### config.mk
export PLATFORM = sky130hd
export DESIGN_NAME = rst_burst_monitor
export DESIGN_NICKNAME = d
export VERILOG_FILES = /design/src/rtl/rbm_pkg.sv /design/src/rtl/rbm_sync.sv /design/src/rtl/rbm_burst_counter.sv /design/src/rtl/rbm_warm_seq.sv /design/src/rtl/rst_burst_monitor.sv
export SDC_FILE = /design/constraint.sdc
export NUM_CORES = 1
export LEC_CHECK = 0
export CORE_AREA = 4 4 67 69
export DETAILED_ROUTE_END_ITERATION = 10
export DIE_AREA = 0 0 71 73
export MAX_ROUTING_LAYER = met4
export PLACE_DENSITY = 0.63
export SLEW_MARGIN = 20
export SYNTH_ARGS = -nofsm -noshare
export SYNTH_HDL_FRONTEND = slang
export SYNTH_SLANG_ARGS = --single-unit
### constraint.sdc
create_clock -name clk -period 2.05 [get_ports clk]
set_clock_uncertainty 0.1 [all_clocks]
set_input_delay 0.3075 -clock clk [delete_from_list [all_inputs] [get_ports clk]]
set_output_delay 0.3075 -clock clk [all_outputs]
set_load 0.05 [all_outputs]
### src/rtl/rbm_pkg.sv
package rbm_pkg;
   typedef enum logic [1:0] {
      WR_IDLE  = 2'd0,
      WR_PULSE = 2'd1,
      WR_CHECK = 2'd2
   } wr_state_e;

   function automatic int max_of(input int a, input int b);
      return (a > b) ? a : b;
   endfunction
endpackage

### src/rtl/rbm_sync.sv
module rbm_sync #(
   parameter int   STAGES  = 2,
   parameter logic RST_VAL = 1'b1
) (
   input  logic clk,
   input  logic rst_n,
   input  logic d_i,
   output logic lvl_o,
   output logic rise_o
);
   logic [STAGES-1:0] chain_q;
   logic              prev_q;

   always_ff @(posedge clk or negedge rst_n) begin
      if (!rst_n) begin
         chain_q <= {STAGES{RST_VAL}};
         prev_q  <= RST_VAL;
      end else begin
         chain_q <= {chain_q[STAGES-2:0], d_i};
         prev_q  <= chain_q[STAGES-1];
      end
   end

   assign lvl_o  = chain_q[STAGES-1];
   assign rise_o = chain_q[STAGES-1] & ~prev_q;
endmodule

### src/rtl/rbm_burst_counter.sv
module rbm_burst_counter #(
   parameter int EXP_EDGES   = 3,
   parameter int EDGE_TMO_MS = 450
) (
   input  logic clk,
   input  logic rst_n,
   input  logic rise_i,
   input  logic active_i,
   input  logic tick_i,
   output logic notify_o,
   output logic mismatch_o
);
   localparam int CW = $clog2(EXP_EDGES + 1);
   localparam int TW = $clog2(EDGE_TMO_MS + 1);

   logic [CW-1:0] cnt_q;
   logic [TW-1:0] tmr_q;
   logic          pend_q, notify_q, mis_q;
   logic [CW-1:0] cnt_inc;
   logic          counted;

   assign counted = rise_i & active_i;
   assign cnt_inc = cnt_q + CW'(1);

   always_ff @(posedge clk or negedge rst_n) begin
      if (!rst_n) begin
         cnt_q    <= '0;
         tmr_q    <= '0;
         pend_q   <= 1'b0;
         notify_q <= 1'b0;
         mis_q    <= 1'b0;
      end else begin
         notify_q <= 1'b0;
         if (counted) begin
            if (cnt_inc >= CW'(EXP_EDGES)) begin
               notify_q <= 1'b1;
               mis_q    <= (cnt_inc != CW'(EXP_EDGES));
               cnt_q    <= '0;
               pend_q   <= 1'b0;
            end else begin
               cnt_q    <= cnt_inc;
               tmr_q    <= TW'(EDGE_TMO_MS);
               pend_q   <= 1'b1;
            end
         end else if (pend_q && tick_i) begin
            if (tmr_q == TW'(1)) begin
               notify_q <= 1'b1;
               mis_q    <= (cnt_q != CW'(EXP_EDGES));
               cnt_q    <= '0;
               pend_q   <= 1'b0;
            end else begin
               tmr_q    <= tmr_q - TW'(1);
            end
         end
      end
   end

   assign notify_o   = notify_q;
   assign mismatch_o = mis_q;

   // the notification never lasts more than one cycle
   p_notify_single_r3: assert property (@(posedge clk) disable iff (!rst_n)
      notify_q |=> !notify_q);
   // the mismatch level moves only together with a notification
   p_mismatch_hold_r5: assert property (@(posedge clk) disable iff (!rst_n)
      !$stable(mis_q) |-> notify_q);
   // the count never stays at or above the expected value
   p_cnt_below_r6: assert property (@(posedge clk) disable iff (!rst_n)
      notify_q |-> cnt_q == '0);
   // a running window is within its bounds
   p_tmr_range_r4: assert property (@(posedge clk) disable iff (!rst_n)
      pend_q |-> (tmr_q != '0 && tmr_q <= TW'(EDGE_TMO_MS)));
endmodule

### src/rtl/rbm_warm_seq.sv
module rbm_warm_seq
   import rbm_pkg::*;
#(
   parameter int PULSE_MS = 20,
   parameter int CHECK_MS = 350
) (
   input  logic clk,
   input  logic rst_n,
   input  logic cmd_i,
   input  logic tick_i,
   input  logic lvl_i,
   output logic resin_n_o,
   output logic cold_req_o
);
   localparam int TW = $clog2(max_of(PULSE_MS, CHECK_MS) + 1);

   wr_state_e     st_q;
   logic [TW-1:0] tmr_q;
   logic          cold_q;

   always_ff @(posedge clk or negedge rst_n) begin
      if (!rst_n) begin
         st_q   <= WR_IDLE;
         tmr_q  <= '0;
         cold_q <= 1'b0;
      end else begin
         cold_q <= 1'b0;
         unique case (st_q)
            WR_IDLE: begin
               if (cmd_i) begin
                  st_q  <= WR_PULSE;
                  tmr_q <= TW'(PULSE_MS);
               end
            end
            WR_PULSE: begin
               if (tick_i) begin
                  if (tmr_q == TW'(1)) begin
                     st_q  <= WR_CHECK;
                     tmr_q <= TW'(CHECK_MS);
                  end else begin
                     tmr_q <= tmr_q - TW'(1);
                  end
               end
            end
            WR_CHECK: begin
               if (!lvl_i) begin
                  st_q <= WR_IDLE;
               end else if (tick_i) begin
                  if (tmr_q == TW'(1)) begin
                     cold_q <= 1'b1;
                     st_q   <= WR_IDLE;
                  end else begin
                     tmr_q <= tmr_q - TW'(1);
                  end
               end
            end
            default: st_q <= WR_IDLE;
         endcase
      end
   end

   assign resin_n_o  = (st_q != WR_PULSE);
   assign cold_req_o = cold_q;

   // a cold request is a single-cycle pulse
   p_cold_single_r9: assert property (@(posedge clk) disable iff (!rst_n)
      cold_q |=> !cold_q);
   // the reset-input line only falls after a command
   p_resin_fall_cmd_r7: assert property (@(posedge clk) disable iff (!rst_n)
      $fell(resin_n_o) |-> $past(cmd_i));
   // a cold request only follows a reset line still seen high
   p_cold_line_high_r8: assert property (@(posedge clk) disable iff (!rst_n)
      cold_q |-> (resin_n_o && $past(lvl_i)));
endmodule

### src/rtl/rst_burst_monitor.sv
module rst_burst_monitor #(
   parameter int EXP_EDGES   = 3,
   parameter int EDGE_TMO_MS = 450,
   parameter int PULSE_MS    = 20,
   parameter int CHECK_MS    = 350,
   parameter int SYNC_STAGES = 2
) (
   input  logic clk,
   input  logic rst_n,
   input  logic ap_rst_n_i,
   input  logic ap_active_i,
   input  logic warm_cmd_i,
   input  logic tick_ms_i,
   output logic resin_n_o,
   output logic notify_o,
   output logic cold_req_o,
   output logic mismatch_o
);
   generate
      if (EXP_EDGES < 2) begin : g_bad_exp
         $error("EXP_EDGES must be at least 2");
      end
      if (SYNC_STAGES < 2) begin : g_bad_sync
         $error("SYNC_STAGES must be at least 2");
      end
      if (EDGE_TMO_MS < 1 || PULSE_MS < 1 || CHECK_MS < 1) begin : g_bad_tmo
         $error("all windows need at least one tick");
      end
   endgenerate

   logic line_lvl, line_rise;

   rbm_sync #(.STAGES(SYNC_STAGES), .RST_VAL(1'b1)) sync_i (
      .clk    (clk),
      .rst_n  (rst_n),
      .d_i    (ap_rst_n_i),
      .lvl_o  (line_lvl),
      .rise_o (line_rise)
   );

   rbm_burst_counter #(.EXP_EDGES(EXP_EDGES), .EDGE_TMO_MS(EDGE_TMO_MS)) burst_i (
      .clk        (clk),
      .rst_n      (rst_n),
      .rise_i     (line_rise),
      .active_i   (ap_active_i),
      .tick_i     (tick_ms_i),
      .notify_o   (notify_o),
      .mismatch_o (mismatch_o)
   );

   rbm_warm_seq #(.PULSE_MS(PULSE_MS), .CHECK_MS(CHECK_MS)) warm_i (
      .clk        (clk),
      .rst_n      (rst_n),
      .cmd_i      (warm_cmd_i),
      .tick_i     (tick_ms_i),
      .lvl_i      (line_lvl),
      .resin_n_o  (resin_n_o),
      .cold_req_o (cold_req_o)
   );

   // no notification can come while the processor is not active and no window runs
   p_notify_out_r2: assert property (@(posedge clk) disable iff (!rst_n)
      notify_o |-> ($past(ap_active_i) || $past(tick_ms_i)));
endmodule

Yosys cells after proc, flatten, opt, wreduce, memory -nomap -nowiden
Index checks and enable logic that the tools add are counted.
W data, S select, Z words.
{"block": "op_classes", "n_mux": 38, "reduce_logical": 10, "addsub": 3, "n_lt_le_gt_ge": 1, "n_eq_ne": 18, "bitwise": 3}
{"operator": "$mux W9", "n": 10}
{"operator": "$pmux W9 S3", "n": 1}
{"operator": "$mux W2", "n": 10}
{"operator": "$eq A9 B1 Y1 const B", "n": 2}
{"operator": "$ne A2 B2 Y1 const B", "n": 9}
{"operator": "$sub A9 B1 Y9 const B", "n": 2}
{"operator": "$mux W1", "n": 16}
{"operator": "$ne A2 B1 Y1 const B", "n": 3}
{"operator": "$pmux W2 S3", "n": 1}
{"operator": "$reduce_and A3 Y1", "n": 2}
{"operator": "$reduce_and A6 Y1", "n": 1}
{"operator": "$reduce_and A5 Y1", "n": 1}
{"operator": "$reduce_bool A2 Y1", "n": 2}
{"operator": "$ne A3 B2 Y1 const B", "n": 1}
{"operator": "$ne A3 B3 Y1 const B", "n": 1}
{"operator": "$reduce_bool A3 Y1", "n": 1}
{"operator": "$add A2 B1 Y2 const B", "n": 1}
{"operator": "$and A1 B1 Y1", "n": 2}
{"operator": "$eq A2 B1 Y1 const B", "n": 1}
{"operator": "$eq A2 B2 Y1 const B", "n": 1}
{"operator": "$ge A2 B2 Y1 const B", "n": 1}
{"operator": "$logic_not A2 Y1", "n": 1}
{"operator": "$reduce_and A2 Y1", "n": 1}
{"operator": "$logic_and A1 B1 Y1", "n": 1}
{"operator": "$not A1 Y1", "n": 1}
{"block": "totals", "output_inout_bits": 4, "input_bits": 6, "regBits": 29, "word_cells": 83}

Logic depth before layout (Yosys ltp)
Gate-level depths: netlist of the first run.
{"block": "depth", "depth_word": 5, "depth_mapped": 9, "mapped_depth_nobuf": 7}

Cells and area by module
A second synthesis of the first run with hierarchy kept.
{"block": "unflattened", "cells_unflattened": 164, "hier_area_um2": 1687.9}
{"mod": "rbm_warm_seq", "n_inst": 1, "cells_per_inst": 84, "area_per_inst_um2": 848.3}
{"mod": "rbm_burst_counter", "n_inst": 1, "cells_per_inst": 76, "area_per_inst_um2": 747.0}
{"mod": "rbm_sync", "n_inst": 1, "cells_per_inst": 4, "area_per_inst_um2": 92.6}

Worst setup path after synthesis of the first run
No wires, ideal clock.
{"block": "synth_path", "path_kind": "reg2reg", "start": "reg warm_i.st_q[1]", "end": "reg warm_i.tmr_q[2]", "n_path_buf": 2, "stages_incl_launch_ff": 9, "slack_ns": -0.042, "required_ns": 1.824, "setup_time_ns": 0.126, "arrival_time_ns": 1.866, "cell_sequence": "dfrtp_1 > inv_1 > ha_1 > buf_6 > nor2b_1 > a2111oi_4 > a21bo_2 > buf_6 > o32a_1"}
{"block": "synth_between", "elab_chain_len": 3}
{"item": "from (decl)", "line_no": "rbm_warm_seq.sv:17", "source": "wr_state_e st_q;"}
{"item": "from (signal assigned)", "line_no": "rbm_warm_seq.sv:23", "source": "st_q <= WR_IDLE;"}
{"item": "from (signal assigned)", "line_no": "rbm_warm_seq.sv:31", "source": "st_q <= WR_PULSE;"}
{"item": "from (signal assigned)", "line_no": "rbm_warm_seq.sv:38", "source": "st_q <= WR_CHECK;"}
{"item": "$eq A2 B2 Y1 (tied with other cells)", "line_no": "rbm_warm_seq.sv:28", "source": "unique case (st_q)"}
{"item": "$ne A2 B2 Y1 (no line) / $reduce_bool A3 Y1 (equally long branches)"}
{"item": "$reduce_and A6 Y1 (no line)"}
{"item": "to (signal assigned)", "line_no": "rbm_warm_seq.sv:32", "source": "tmr_q <= TW'(PULSE_MS);"}
{"item": "to (signal assigned)", "line_no": "rbm_warm_seq.sv:39", "source": "tmr_q <= TW'(CHECK_MS);"}
{"item": "to (signal assigned)", "line_no": "rbm_warm_seq.sv:41", "source": "tmr_q <= tmr_q - TW'(1);"}
{"item": "to (decl)", "line_no": "rbm_warm_seq.sv:18", "source": "logic [TW-1:0] tmr_q;"}
Parallel ways exist; a longest one is shown, timed or not.
A chain may end at the register's enable or synchronous reset.

Worst setup path after layout of the first run
{"block": "layout_path", "start": "in tick_ms_i", "end": "reg warm_i.tmr_q[2]"}
{"block": "layout_between", "elab_chain_len": 2}
{"item": "from (decl)", "line_no": "rst_burst_monitor.sv:13", "source": "input logic tick_ms_i,"}
{"item": "$ne A2 B2 Y1 (no line)"}
{"item": "$reduce_and A6 Y1 (no line) *"}
Mark *: on every way between the ends. The rest lies on a longest branch, timed or not.

==> metrics.txt, run 1 <==
outcome=completed; Post-synth top cells=26 x dfrtp_1, 16 x nand2_1, 16 x nor2_1; Die H=73 µm; hold worst-path end=sync_i.chain_q[1]; largest net degree at the start of global routing=30; # diodes=0; Crit Path Category=input port to flop; DR WL/cell=14.6 µm; Residual DRC=0; Max Clk Rate=511 MHz; Total Power=0.00276 W; asr flop ratio synth=1.00; fin util=0.511; Root Buffer=clkbuf_8; VDD IR max=0.983 mV; CP required=2.11 ns; routed via count=1344; Post-synth EDFFs=0; CTS tree=built; area grow syn2layout=25.0%; DRT iter0 DRCs=79; top post-synthesis cells by area=dfrtp_1 41%, ha_1 6.3%, dfstp_2 4.9%, nand2_1 3.8%, nor2_1 3.8%; clock slew at reported path FFs=0.06 ns; arrival time at the worst endpoint=2.02 ns; IO Count=10; Initial Util=0.409; relative slew slack=0.668; XOR/XNOR Fraction of Synth Area=0.0219; worst reg-to-reg setup slack=0.11 ns; PortBufs=9; Yosys reg bits=29; H-tree depth=2; crit end category=flop; gr ovfl total=0; Avg Cell Area, Syn=9.88 µm²; row count=23; Hold-fix buffers, CTS=0; sequential area share after synthesis=0.456; fin crit period=1.96 ns; leak pwr=0.861 nW; CTS Sinks=29; worst slew pin tran=0.496 ns; worst skew pair latency=0.28 ns; RR Startpoint=warm_i.st_q[1]; # setup viols final=0; postcts setup bufs=0; Layout Cells excl Fill=241; hold depth=0; Die Span X=71 µm; fin crit share=0.954; Post-Synth Simple-Gate Area=0.196; gpl congestion=0.811; number of library cell types mapped by synthesis=43; Pre-Repair DR Iteration Count=4; warnings from Yosys=0; largest family of logic cells by synthesized area=compound AO/OA/AOI/OAI gates; vias per cell=5.58; NumNets Final=204; number of global-route vias before repair=1308; post-synthesis mux area share=0.0266; r2r worst-path depth=6; crit start category=input port; Die ar.=5180 µm²; layout cells sized above 1=0.241; Antenna Violating Nets Remaining=0; critical-path maximum fanout=6; critical hold path startpoint=sync_i.chain_q[0]; most frequent cell after synthesis=dfrtp_1; All-Layer GR Usage=0.155; first-pass GRT wire length=6010 µm; largest area contributor in the netlist=dfrtp_1; Cells after Synth=162; Clock Tree Buf Depth=2; final hold vios=0; placed cell count=232; Max Slew Vio Count=0; CTS buffer count=5; Core ar.=3910 µm²; syn nets=176; detailed-placement wirelength estimate=2560 µm; Pwr Density=1380 nW/µm²; TNS Setup=0 ns; antenna violations before repair=0; post-synth top area share=0.407; setup repair after global routing missed its margin=true; Max-cap violations=0; post-synthesis cell area=1600 µm²; Worst R2R End=warm_i.tmr_q[2]; Compound-Gate Fraction of Synth Area=0.197; top_reg_cell synth=dfrtp_1; Post-Synth Adder-Cell Area=0.0625; routed wire length=3530 µm; Hold Path Class=flop to flop
sequential cells by signal, summed over array words and instances (netlist names):
signal	cells
burst_i.notify_o	1
burst_i.mismatch_o	1
warm_i.tmr_q	9
burst_i.cnt_q	2
warm_i.st_q	2
burst_i.pend_q	1
burst_i.tmr_q	9
sync_i.chain_q	2
sync_i.prev_q	1
warm_i.cold_req_o	1
placed cells by master (no fill, tap or decap), types with 3 or more instances in the layout:
cell             instances
a21oi_1                 10
a31oi_1                  7
buf_4                   14
clkbuf_8                 6
clkdlybuf4s50_1          8
dfrtp_1                 26
dfstp_2                  3
ha_1                     7
inv_1                    8
nand2_1                 16
nor2_1                  15
nor3_1                   5
nor4_2                   4
o21ai_0                  9
o31ai_1                  4
xnor2_1                  3
what timing repair did:
| action | in CTS | in global routing |
|---|---|---|
| endpoints found under the setup margin | 5 | 10 |
| pin swaps | 1 | 1 |
| resized for setup | 2 | 11 |
| gates cloned | 1 | 0 |
how the worst max path moves through the flow:
stage | from | slack, ns | to
CTS | warm_i.tmr_q[5] | 0.006 | warm_i.tmr_q[0]
detailed placement | tick_ms_i | -0.25 | warm_i.tmr_q[2]
global route | warm_i.st_q[0] | -0.02 | warm_i.tmr_q[2]
finish | tick_ms_i | 0.09 | warm_i.tmr_q[2]
floorplan | warm_i.st_q[1] | 0.002 | warm_i.tmr_q[2]
global placement | tick_ms_i | -0.18 | warm_i.tmr_q[2]
cell families after synthesis:
| group | count (synthesis) |
|---|---|
| xor gates and xnor gates | 4 |
| and+or+nand+nor | 60 |
| DFF | 29 |
| muxes | 4 |
| buffers and inverters | 13 |
| AOI/OAI and AO/OA | 44 |
| adders and majority gates | 8 |
where the power goes:
group          switching (W)  total [W]  internal (W)
combinational       0.000701    0.00134      0.000635
clock               0.000209   0.000482      0.000273
sequential          0.000202   0.000946      0.000744
total                0.00111    0.00276       0.00165
metrics by stage:
stage / cell area [µm²] / setup slack [ns] / hold slack, ns
after floorplan: 1610 / 0.00246 / -0.0881
after global placement: 1850 / -0.176 / 0.247
after detailed placement: 1850 / -0.248 / 0.251
after CTS: 1960 / 0.00585 / 0.260
after global routing: 2000 / -0.0175 / 0.260
final: 2000 / 0.0940 / 0.261
worst max-delay path, stage by stage:
cell	delay [ns]
clkdlybuf4s50_1	0.57
nand2_2	0.09
a2111oi_4	0.41
a21bo_4	0.30
o32a_1	0.33
cell type report:
type | instances | area (µm²)
Fill cell | 375 | 1910
Multi-Input combinational cell | 121 | 876
Sequential cell | 29 | 729
Timing Repair Buffer | 23 | 205
Clock buffer | 8 | 90.1
Tap cell | 50 | 62.6
Inverter | 10 | 37.5
per-layer routing:
layer | vias to the layer above | GRT usage | wire length [µm]
met4 | 0 | 0.0710 | 76
met2 | 33 | 0.264 | 1810
li1 | 655 | - | -
met1 | 647 | 0.163 | 1450
met5 | - | - | 0
met3 | 9 | 0.0537 | 183
(Power assumes the default switching activity.)
==> run 2: changes to the inputs <==
--- a/config.mk
+++ b/config.mk
@@ -8,8 +8,9 @@
 export CORE_AREA = 4 4 67 69
 export DETAILED_ROUTE_END_ITERATION = 10
 export DIE_AREA = 0 0 71 73
+export DONT_BUFFER_PORTS = 1
 export MAX_ROUTING_LAYER = met4
-export PLACE_DENSITY = 0.63
+export PLACE_DENSITY = 0.59
 export SLEW_MARGIN = 20
 export SYNTH_ARGS = -nofsm -noshare
 export SYNTH_HDL_FRONTEND = slang
==> metrics.txt, run 2 (same netlist as run 1, synthesis figures left out) <==
Root Buffer=clkbuf_8; # setup viols final=0; final hold vios=0; outcome=completed; Met2 Wirelength=1800 µm; Initial Util=0.409; Total Power=0.00267 W; detailed-placement wirelength estimate=2460 µm; antenna violations before repair=0; number of global-route vias before repair=1344; CTS buffer count=5; CTS tree=built; IO Count=10; Pwr Density=1400 nW/µm²; row count=23; Max-cap violations=0; NumNets Final=195; # diodes=0; Die ar.=5180 µm²; area grow syn2layout=18.8%; first-pass GRT wire length=5970 µm; DR WL/cell=14.9 µm; Max Slew Vio Count=0; Hold Path Class=input port to flop; Antenna Violating Nets Remaining=0; Max Used Layer=met4; routed wire length=3460 µm; fin util=0.486; met3 wire length=113 µm; VDD IR max=0.858 mV; Clock Tree Buf Depth=2; Post-Route M1 WL=1460 µm; worst skew pair latency=0.27 ns; DRT iter0 DRCs=79; H-tree depth=2; Die Span X=71 µm; Core ar.=3910 µm²; clock slew at reported path FFs=0.06 ns; PortBufs=0; fin crit period=1.95 ns; worst slew pin tran=0.490 ns; crit end category=flop; CP required=2.10 ns; gpl congestion=0.861; relative slew slack=0.671; Crit Path Category=flop to flop; leak pwr=0.819 nW; Regs by FF count=burst_i.tmr_q x9, warm_i.tmr_q x9; CTS Sinks=29; All-Layer GR Usage=0.153; most common cell after layout, fill and taps aside=dfrtp_1; setup repair after global routing missed its margin=false; routed via count=1311; Max Clk Rate=512 MHz; gr ovfl total=0; Residual DRC=0; largest net degree at the start of global routing=30; layout cells sized above 1=0.214; vias per cell=5.65; crit start category=flop; Die H=73 µm; Fillers=389; fin crit share=0.952; arrival time at the worst endpoint=2.01 ns; most frequent cells in the layout=26 x dfrtp_1, 16 x nand2_1, 15 x nor2_1, 11 x buf_4; Pre-Repair DR Iteration Count=4; critical-path maximum fanout=6
-- run 2: changes by cell type in the layout (fill, tap and decap cells not counted), sizes merged --
cell / change
dlygate4sd3: +2
clkdlybuf4s50: -8
buf: -3
-- run 2: critical path, stage by stage (launching register included) --
cell       delay [ns]
dfrtp_1          0.38
inv_1            0.09
ha_1             0.22
nor2b_2          0.18
a2111oi_4        0.24
a21bo_4          0.30
o32a_1           0.33
-- run 2: where the power goes --
part | internal (W) | switching, W
clock | 0.000240 | 0.000199
sequential | 0.000744 | 0.000188
combinational | 0.000602 | 0.000695
total | 0.00159 | 0.00108
-- run 2: final timing paths --
check	slack [ns]	cells past startpoint	start	end
worst min register to register	0.26	0	sync_i.chain_q[0]	sync_i.chain_q[1]
worst min-delay path	0.08	2	warm_cmd_i	warm_i.st_q[0]
min in group asynchronous	0.37	2	rst_n	burst_i.cnt_q[1]
worst max-delay path	0.1	6	warm_i.st_q[0]	warm_i.tmr_q[2]
max in group asynchronous	1.24	2	rst_n	sync_i.chain_q[0]
worst max register to register	0.1	6	warm_i.st_q[0]	warm_i.tmr_q[2]
-- run 2: layer usage --
layer	track usage	vias up
met5	-	-
met4	0.0877	0
met3	0.0427	8
met2	0.252	19
met1	0.165	651
li1	-	633
-- run 2: area by class of cell --
cell class,count,area (µm²),share of cell area
clock buffers,8,80.1,0.0421
well taps,50,62.6,0.0329
inverters,10,37.5,0.0197
repair buffers,14,123,0.0645
flip-flops and latches,29,729,0.384
multi-input cells,121,870,0.457
-- run 2: per-stage QoR --
| stage | hold WS (ns) | instances | worst slack (ns) | setup TNS, ns | cell area [µm²] |
|---|---|---|---|---|---|
| floorplan | -0.0881 | 162 | 0.00246 | 0 | 1610 |
| CTS | 0.0689 | 229 | 0.0106 | 0 | 1840 |
| detailed placement | -0.0873 | 218 | -0.00324 | -0.00368 | 1710 |
| global route | 0.0839 | 232 | 0.000223 | 0 | 1900 |
| finish | 0.0800 | 232 | 0.0987 | 0 | 1900 |
| global placement | -0.0874 | 218 | 0.0724 | 0 | 1710 |
-- run 2: what timing repair did --
action	in CTS	in global routing
endpoints found under the hold margin	30	0
cloned	0	1
hold buffers	3	0
setup endpoints to repair	3	10
setup buffers	0	2
gates resized for setup	1	9
pin swaps	0	1
